==> config.mk <==
export PLATFORM = sky130hd
export DESIGN_NAME = pwr_seq_top
export DESIGN_NICKNAME = d
export VERILOG_FILES = /design/src/rtl/pwr_seq_pkg.sv /design/src/rtl/pwr_seq_deglitch.sv /design/src/rtl/pwr_seq_timer.sv /design/src/rtl/pwr_seq_fsm.sv /design/src/rtl/pwr_seq_top.sv
export SDC_FILE = /design/constraint.sdc
export NUM_CORES = 1
export LEC_CHECK = 0
export BUFFER_PORTS_ARGS = -buffer_cell sky130_fd_sc_hd__buf_2
export CAP_MARGIN = 20
export CORE_UTILIZATION = 35
export DETAILED_ROUTE_END_ITERATION = 7
export GPL_TIMING_DRIVEN = 0
export MAX_ROUTING_LAYER = met4
export PLACE_DENSITY = 0.53
export SLEW_MARGIN = 20
export SYNTH_ARGS = -nofsm -noshare
export SYNTH_HDL_FRONTEND = slang
export SYNTH_SLANG_ARGS = --single-unit
==> constraint.sdc <==
create_clock -name clk -period 3.55 [get_ports clk]
set_input_delay 0.5325 -clock clk [delete_from_list [all_inputs] [get_ports clk]]
set_output_delay 0.5325 -clock clk [all_outputs]
set_load 0.005 [all_outputs]
==> src/rtl/pwr_seq_pkg.sv <==
package pwr_seq_pkg;

   typedef enum logic [2:0] {
      ST_IDLE,
      ST_PUMP,
      ST_STAGGER,
      ST_HOLD,
      ST_QUIET,
      ST_RUN,
      ST_LINGER
   } seq_state_t;

   // start-up code: 00 nothing, 01 converter B only, 1x B then C
   function automatic logic code_has_b(input logic [1:0] code);
      return code != 2'b00;
   endfunction

   function automatic logic code_has_c(input logic [1:0] code);
      return code[1];
   endfunction

   function automatic int max_of(input int a, input int b);
      return (a > b) ? a : b;
   endfunction

endpackage

==> src/rtl/pwr_seq_deglitch.sv <==
module pwr_seq_deglitch #(
   parameter int   SYNC_STAGES = 2,
   parameter int   FILT_CYC    = 4,
   parameter logic RESET_VAL   = 1'b1
) (
   input  logic clk,
   input  logic rst_n,
   input  logic din,
   output logic dout
);
   localparam int CW = $clog2(FILT_CYC + 1);

   if (SYNC_STAGES < 1) begin : g_bad_sync
      $error("pwr_seq_deglitch: SYNC_STAGES must be at least 1");
   end
   if (FILT_CYC < 1) begin : g_bad_filt
      $error("pwr_seq_deglitch: FILT_CYC must be at least 1");
   end

   logic [SYNC_STAGES-1:0] chain;
   logic                   synced;
   logic [CW-1:0]          run_cnt;

   if (SYNC_STAGES == 1) begin : g_one
      always_ff @(posedge clk or negedge rst_n) begin
         if (!rst_n) chain <= RESET_VAL;
         else        chain <= din;
      end
   end else begin : g_many
      always_ff @(posedge clk or negedge rst_n) begin
         if (!rst_n) chain <= {SYNC_STAGES{RESET_VAL}};
         else        chain <= {chain[SYNC_STAGES-2:0], din};
      end
   end

   assign synced = chain[SYNC_STAGES-1];

   always_ff @(posedge clk or negedge rst_n) begin
      if (!rst_n) begin
         dout    <= RESET_VAL;
         run_cnt <= '0;
      end else if (synced == dout) begin
         run_cnt <= '0;
      end else if (run_cnt == CW'(FILT_CYC - 1)) begin
         dout    <= synced;
         run_cnt <= '0;
      end else begin
         run_cnt <= run_cnt + 1'b1;
      end
   end
endmodule

==> src/rtl/pwr_seq_timer.sv <==
module pwr_seq_timer #(
   parameter int W = 8
) (
   input  logic         clk,
   input  logic         rst_n,
   input  logic         load,
   input  logic [W-1:0] load_val,
   output logic         done
);
   logic [W-1:0] cnt;

   always_ff @(posedge clk or negedge rst_n) begin
      if (!rst_n)          cnt <= '0;
      else if (load)       cnt <= load_val;
      else if (cnt != '0)  cnt <= cnt - 1'b1;
   end

   assign done = (cnt == '0);
endmodule

==> src/rtl/pwr_seq_fsm.sv <==
module pwr_seq_fsm
   import pwr_seq_pkg::*;
#(
   parameter int W         = 8,
   parameter int T_PUMP    = 10,
   parameter int T_STAGGER = 10,
   parameter int T_RELEASE = 120,
   parameter int T_QUIET   = 300,
   parameter int T_LINGER  = 10
) (
   input  logic         clk,
   input  logic         rst_n,
   input  logic         rise_ok,
   input  logic         fall_hit,
   input  logic         ext_hold,
   input  logic [1:0]   sel_code,
   input  logic         dly_en,
   input  logic         tmr_done,
   output seq_state_t   state_o,
   output logic [1:0]   code_o,
   output logic         tmr_load,
   output logic [W-1:0] tmr_val
);
   seq_state_t state_q, state_d;
   logic [1:0] code_q, code_d;
   logic       rise_q;
   logic       trig, rose;

   assign trig = fall_hit | ext_hold;
   assign rose = rise_ok & ~rise_q;

   always_comb begin
      state_d  = state_q;
      code_d   = code_q;
      tmr_load = 1'b0;
      tmr_val  = '0;
      unique case (state_q)
         ST_IDLE: begin
            if (rise_ok && !trig) begin
               code_d   = sel_code;
               tmr_load = 1'b1;
               if (code_has_b(sel_code)) begin
                  state_d = ST_PUMP;
                  tmr_val = W'(T_PUMP - 1);
               end else begin
                  state_d = ST_QUIET;
                  tmr_val = W'(T_QUIET - 1);
               end
            end
         end
         ST_PUMP, ST_STAGGER, ST_HOLD, ST_QUIET: begin
            if (trig) begin
               state_d = ST_IDLE;
            end else if (rose) begin
               code_d   = sel_code;
               tmr_load = 1'b1;
               if (code_has_b(sel_code)) begin
                  state_d = ST_PUMP;
                  tmr_val = W'(T_PUMP - 1);
               end else begin
                  state_d = ST_QUIET;
                  tmr_val = W'(T_QUIET - 1);
               end
            end else if (tmr_done) begin
               tmr_load = 1'b1;
               if (state_q == ST_PUMP && code_has_c(code_q)) begin
                  state_d = ST_STAGGER;
                  tmr_val = W'(T_STAGGER - 1);
               end else if (state_q == ST_PUMP || state_q == ST_STAGGER) begin
                  state_d = ST_HOLD;
                  tmr_val = W'(T_RELEASE - 1);
               end else begin
                  state_d  = ST_RUN;
                  tmr_load = 1'b0;
               end
            end
         end
         ST_RUN: begin
            if (trig) begin
               if (dly_en) begin
                  state_d  = ST_LINGER;
                  tmr_load = 1'b1;
                  tmr_val  = W'(T_LINGER - 1);
               end else begin
                  state_d = ST_IDLE;
               end
            end
         end
         ST_LINGER: begin
            if (tmr_done || (trig && !dly_en)) state_d = ST_IDLE;
         end
         default: state_d = ST_IDLE;
      endcase
   end

   always_ff @(posedge clk or negedge rst_n) begin
      if (!rst_n) begin
         state_q <= ST_IDLE;
         code_q  <= 2'b00;
         rise_q  <= 1'b0;
      end else begin
         state_q <= state_d;
         code_q  <= code_d;
         rise_q  <= rise_ok;
      end
   end

   assign state_o = state_q;
   assign code_o  = code_q;
endmodule

==> src/rtl/pwr_seq_top.sv <==
module pwr_seq_top
   import pwr_seq_pkg::*;
#(
   parameter int T_PUMP       = 10000,
   parameter int T_STAGGER    = 10000,
   parameter int T_RELEASE    = 120000,
   parameter int T_QUIET      = 300000,
   parameter int T_LINGER     = 100,
   parameter int SYNC_STAGES  = 2,
   parameter int FILT_CYC     = 5,
   parameter bit LDO_TRACKS_B = 1'b1
) (
   input  logic       clk,
   input  logic       rst_n,
   input  logic       vm_rise_ok,
   input  logic       vm_fall_hit,
   input  logic [1:0] sel_code,
   input  logic       ext_rst_n,
   input  logic       rst_dly_en,
   input  logic       sleep_n,
   input  logic       tsd_fault,
   input  logic       uvp_raw,
   input  logic       ovp_raw,
   output logic       cp_en_o,
   output logic       conv_b_en_o,
   output logic       conv_c_en_o,
   output logic       ldo_en_o,
   output logic       rst_out_n_o,
   output logic       prot_mask_o,
   output logic       uvp_flag_o,
   output logic       ovp_flag_o,
   output logic       reg_default_o
);
   localparam int MAX_T = max_of(max_of(max_of(T_PUMP, T_STAGGER),
                                        max_of(T_RELEASE, T_QUIET)), T_LINGER);
   localparam int W     = $clog2(MAX_T + 1);

   if (T_PUMP < 2 || T_STAGGER < 2 || T_RELEASE < 2 || T_QUIET < 2 || T_LINGER < 2)
   begin : g_bad_time
      $error("pwr_seq_top: every phase length must be at least 2 cycles");
   end

   logic         ext_filt_n;
   logic         tmr_load, tmr_done;
   logic [W-1:0] tmr_val;
   seq_state_t   state;
   logic [1:0]   code;
   logic         released, ramping, on_b, on_c;

   pwr_seq_deglitch #(
      .SYNC_STAGES(SYNC_STAGES),
      .FILT_CYC   (FILT_CYC),
      .RESET_VAL  (1'b1)
   ) u_deglitch (
      .clk  (clk),
      .rst_n(rst_n),
      .din  (ext_rst_n),
      .dout (ext_filt_n)
   );

   pwr_seq_timer #(.W(W)) u_timer (
      .clk     (clk),
      .rst_n   (rst_n),
      .load    (tmr_load),
      .load_val(tmr_val),
      .done    (tmr_done)
   );

   pwr_seq_fsm #(
      .W        (W),
      .T_PUMP   (T_PUMP),
      .T_STAGGER(T_STAGGER),
      .T_RELEASE(T_RELEASE),
      .T_QUIET  (T_QUIET),
      .T_LINGER (T_LINGER)
   ) u_fsm (
      .clk     (clk),
      .rst_n   (rst_n),
      .rise_ok (vm_rise_ok),
      .fall_hit(vm_fall_hit),
      .ext_hold(~ext_filt_n),
      .sel_code(sel_code),
      .dly_en  (rst_dly_en),
      .tmr_done(tmr_done),
      .state_o (state),
      .code_o  (code),
      .tmr_load(tmr_load),
      .tmr_val (tmr_val)
   );

   assign released = (state == ST_RUN) || (state == ST_LINGER);
   assign ramping  = (state == ST_PUMP) || (state == ST_STAGGER) || (state == ST_HOLD);
   assign on_b     = code_has_b(code) &&
                     (state == ST_STAGGER || state == ST_HOLD || released);
   assign on_c     = code_has_c(code) && (state == ST_HOLD || released);

   assign conv_b_en_o   = on_b;
   assign conv_c_en_o   = on_c;
   assign cp_en_o       = ~tsd_fault & (ramping | (released & (on_b | on_c | sleep_n)));
   assign rst_out_n_o   = released;
   assign prot_mask_o   = ~released;
   assign ovp_flag_o    = ovp_raw & released;
   assign uvp_flag_o    = uvp_raw & released & vm_rise_ok;
   assign reg_default_o = ~rst_n | ~ext_filt_n;

   if (LDO_TRACKS_B) begin : g_ldo_b
      assign ldo_en_o = on_b;
   end else begin : g_ldo_c
      assign ldo_en_o = on_c;
   end
endmodule

==> run_summary.xml <==
<?xml version="1.0" encoding="UTF-8"?>
<metrics>
  <group name="timing">
    <metric name="slew_headroom" unit="%">31.5</metric>
    <metric name="timing_worst_slew_pin_value" unit="ps">1000</metric>
    <metric name="layout_worst_path_cycle_share" unit="%">81.6</metric>
    <metric name="fin_crit" unit="ps">2900</metric>
    <metric name="slew_violations" unit="">0</metric>
    <metric name="maxClockFrequency" unit="MHz">345</metric>
    <metric name="finalSetupViolations" unit="">0</metric>
    <metric name="hold_ws" unit="ps">296</metric>
    <metric name="setup_tns" unit="ps">0</metric>
    <metric name="final-hold-violation-count" unit="">0</metric>
    <metric name="skew" unit="ps">13.9</metric>
    <metric name="grt_setup_unrepaired" unit="">no</metric>
  </group>
  <group name="synthesis">
    <metric name="async_flop_share" unit="%">100</metric>
    <metric name="postSynthRegisterBits" unit="">31</metric>
    <metric name="seq_area_frac_synth" unit="%">38.6</metric>
    <metric name="synth_warn" unit="">0</metric>
    <metric name="synth_area_per_inst" unit="µm²">8.93</metric>
    <metric name="synthDistinctLibCells" unit="">56</metric>
    <metric name="synth_area" unit="µm²">2020</metric>
    <metric name="dominantRegCellSynth" unit="">sky130_fd_sc_hd__dfrtp_1</metric>
    <metric name="synth_cells" unit="">226</metric>
    <metric name="synth_enable_flop_cells" unit="">0</metric>
    <metric name="synth.net_count" unit="">242</metric>
  </group>
  <group name="pwr">
    <metric name="vdd.ir_drop.worst" unit="µV">378</metric>
    <metric name="power_density" unit="nW/µm²">723</metric>
    <metric name="total_leakage_power" unit="nW">0.920</metric>
    <metric name="total_power" unit="W">0.00167</metric>
  </group>
  <group name="cts">
    <metric name="clk-insertion-delay-late" unit="ps">290</metric>
    <metric name="cts_made_buffers" unit="">5</metric>
    <metric name="tritoncts" unit="">built</metric>
    <metric name="clockBufferDepth" unit="">2</metric>
    <metric name="clock_tree.htree_level_count" unit="">2</metric>
    <metric name="clkSinkCount" unit="">31</metric>
    <metric name="clk_pin_slew_worst_paths" unit="ps">80</metric>
    <metric name="cts-root-buf" unit="">sky130_fd_sc_hd__clkbuf_8</metric>
    <metric name="post_cts.resized_instances" unit="">0</metric>
    <metric name="postCtsSetupRepairBufs" unit="">0</metric>
    <metric name="hold_buffers" unit="">0</metric>
  </group>
  <group name="finish">
    <metric name="fill_cells" unit="">575</metric>
    <metric name="most_frequent_standard_cell_in_the_layout_excluding_fill_and_tap_cells" unit="">sky130_fd_sc_hd__dfrtp_1</metric>
    <metric name="antenna-diode-count" unit="">0</metric>
    <metric name="fin_nets" unit="">269</metric>
    <metric name="final_cells" unit="">326</metric>
    <metric name="synthToLayoutAreaGrowth" unit="%">14.4</metric>
    <metric name="register_area" unit="µm²">779</metric>
    <metric name="layout.cells.most_common_list" unit="">sky130_fd_sc_hd__dfrtp_1 (28), sky130_fd_sc_hd__nor2_1 (24), sky130_fd_sc_hd__buf_2 (22)</metric>
    <metric name="layout_cells_sized_above_1" unit="%">15.4</metric>
    <metric name="multi_input_area" unit="µm²">1160</metric>
  </group>
  <group name="global_route">
    <metric name="first_global_vias" unit="">1704</metric>
    <metric name="grt_start_max_net_pins" unit="">33</metric>
    <metric name="gr-usage-met1" unit="%">25.0</metric>
    <metric name="use_met3" unit="%">3.18</metric>
    <metric name="grt_usage" unit="%">18.5</metric>
    <metric name="global_route.peak_usage_layer" unit="">met2</metric>
    <metric name="grt_pass1_wl" unit="µm">8450</metric>
    <metric name="antenna_found_initial" unit="">0</metric>
    <metric name="gr-usage-met2" unit="%">27.3</metric>
    <metric name="global_route.overflow_total" unit="">0</metric>
  </group>
  <group name="setup_path">
    <metric name="critical_path_arrival" unit="ps">2360</metric>
    <metric name="reg_to_reg_critical_path_startpoint" unit="">u_timer.cnt[10]</metric>
    <metric name="startpoint_type" unit="">flop</metric>
    <metric name="critPathMaxFanout" unit="">10</metric>
    <metric name="critical_path_required" unit="ps">3020</metric>
    <metric name="startpoint" unit="">u_fsm.state_o[2]</metric>
    <metric name="setup.worst_path.class" unit="">reg2out</metric>
    <metric name="worst_setup_path_end_kind" unit="">output port</metric>
  </group>
  <group name="route">
    <metric name="drt_pass1_iterations" unit="">4</metric>
    <metric name="drt-wirelength-per-cell" unit="µm">15.4</metric>
    <metric name="drt_first_iter_violations" unit="">108</metric>
    <metric name="ant_nets" unit="">0</metric>
    <metric name="vias_per_cell" unit="">5.48</metric>
    <metric name="detail_route.drc_violations" unit="">0</metric>
    <metric name="routed_wirelength" unit="µm">5020</metric>
    <metric name="route.vias.total" unit="">1786</metric>
  </group>
  <group name="hold_path">
    <metric name="worstHoldPathType" unit="">in2async</metric>
  </group>
  <group name="placement">
    <metric name="io_buffer_count" unit="">20</metric>
    <metric name="gp_congestion" unit="">0.836</metric>
    <metric name="hpwl_after_detailed_placement" unit="µm">3560</metric>
    <metric name="total_instance_count_after_detailed_placement" unit="">318</metric>
  </group>
  <group name="die">
    <metric name="std_cell_rows" unit="">27</metric>
    <metric name="die_y" unit="µm">77.9</metric>
    <metric name="dieArea" unit="µm²">6070</metric>
    <metric name="core-area" unit="µm²">5540</metric>
    <metric name="top_level_ports" unit="">21</metric>
    <metric name="fp.dieW" unit="µm">77.9</metric>
    <metric name="floorplan.initialDensity" unit="%">36.4</metric>
  </group>
  <group name="run_status">
    <metric name="run_status" unit="">complete, no violations</metric>
  </group>
  <group name="run">
    <metric name="timing.max_cap.violations" unit="">0</metric>
  </group>
</metrics>
[cell families after synthesis]
logic type               count (synthesis)  synth area share (%)
AND/OR/NAND/NOR                         93                  24.9
AO/OA/AOI/OAI                           55                  19.1
flip-flops                              31                  38.6
buffers and inverters                   19                  3.84
XOR/XNOR                                17                  7.38
multiplexers                             6                  3.22
adder cells (fa/ha/maj)                  5                  2.98
[routing by layer]
layer,up-vias,wire length (µm)
met5,-,0
met4,0,83
met3,10,252
met2,56,2260
met1,836,2430
li1,884,-
[worst max-delay path, stage by stage, from the launching register on]
cell and delay, ps:
sky130_fd_sc_hd__dfrtp_1 320, sky130_fd_sc_hd__clkbuf_1 310, sky130_fd_sc_hd__clkbuf_1 420, sky130_fd_sc_hd__clkbuf_1 390, sky130_fd_sc_hd__nand2_1 120, sky130_fd_sc_hd__xor2_1 170, sky130_fd_sc_hd__nor2_1 140, sky130_fd_sc_hd__buf_4 120
sky130_fd_sc_hd__buf_2 90
[power by group]
group,switching (W),internal (W)
clock,0.000136,0.000177
sequential,0.000141,0.000492
combinational,0.000411,0.000311
[final cells by class]
type	instances	area share (%)
clock buffer	8	4.34
inverter	7	1.14
tap	72	3.90
buffer	12	2.22
sequential	31	33.8
timing repair buffer	20	4.34
multi-input combinational	176	50.3
[final timing paths]
path                                       endpoint  slack, ps  depth (start not counted)
worst max register to register     u_fsm.state_o[0]       1030                          6
worst min-delay path               u_fsm.state_o[0]        300                          1
min in group clk                u_deglitch.chain[0]        340                          1
worst max-delay path                       ldo_en_o        650                          8
max in group asynchronous            u_timer.cnt[6]       2770                          1
worst min register to register  u_deglitch.chain[1]        350                          0
[Yosys cell counts (all sizes together) (5+ instances only)]
cell / n / area, µm²
a21oi: 10 / 50.1
a31oi: 5 / 31.3
clkbuf: 9 / 33.8
dfrtp: 28 / 701
inv: 7 / 26.3
nand2: 16 / 60.1
nand2b: 6 / 37.5
nor2: 24 / 90.1
nor3: 8 / 40.0
o211ai: 5 / 42.5
o21ai: 10 / 50.0
xnor2: 11 / 96.3
xor2: 6 / 52.6
[metrics by stage]
stage               setup slack (ps)  util, %  instance area [µm²]
floorplan                       1240        -                 2020
global placement                 902     39.9                 2210
detailed placement               952     39.9                 2210
CTS                              692     41.7                 2310
global route                     454     41.7                 2310
finish                           654     41.7                 2310
[registers in the layout, indices dropped and copies added (netlist names)]
signal              count
u_timer.cnt            19
u_deglitch.run_cnt      3
u_fsm.state_o           3
u_deglitch.chain        2
u_fsm.code_o            2
u_deglitch.dout         1
u_fsm.rise_q            1
(Power assumes the default switching activity.)
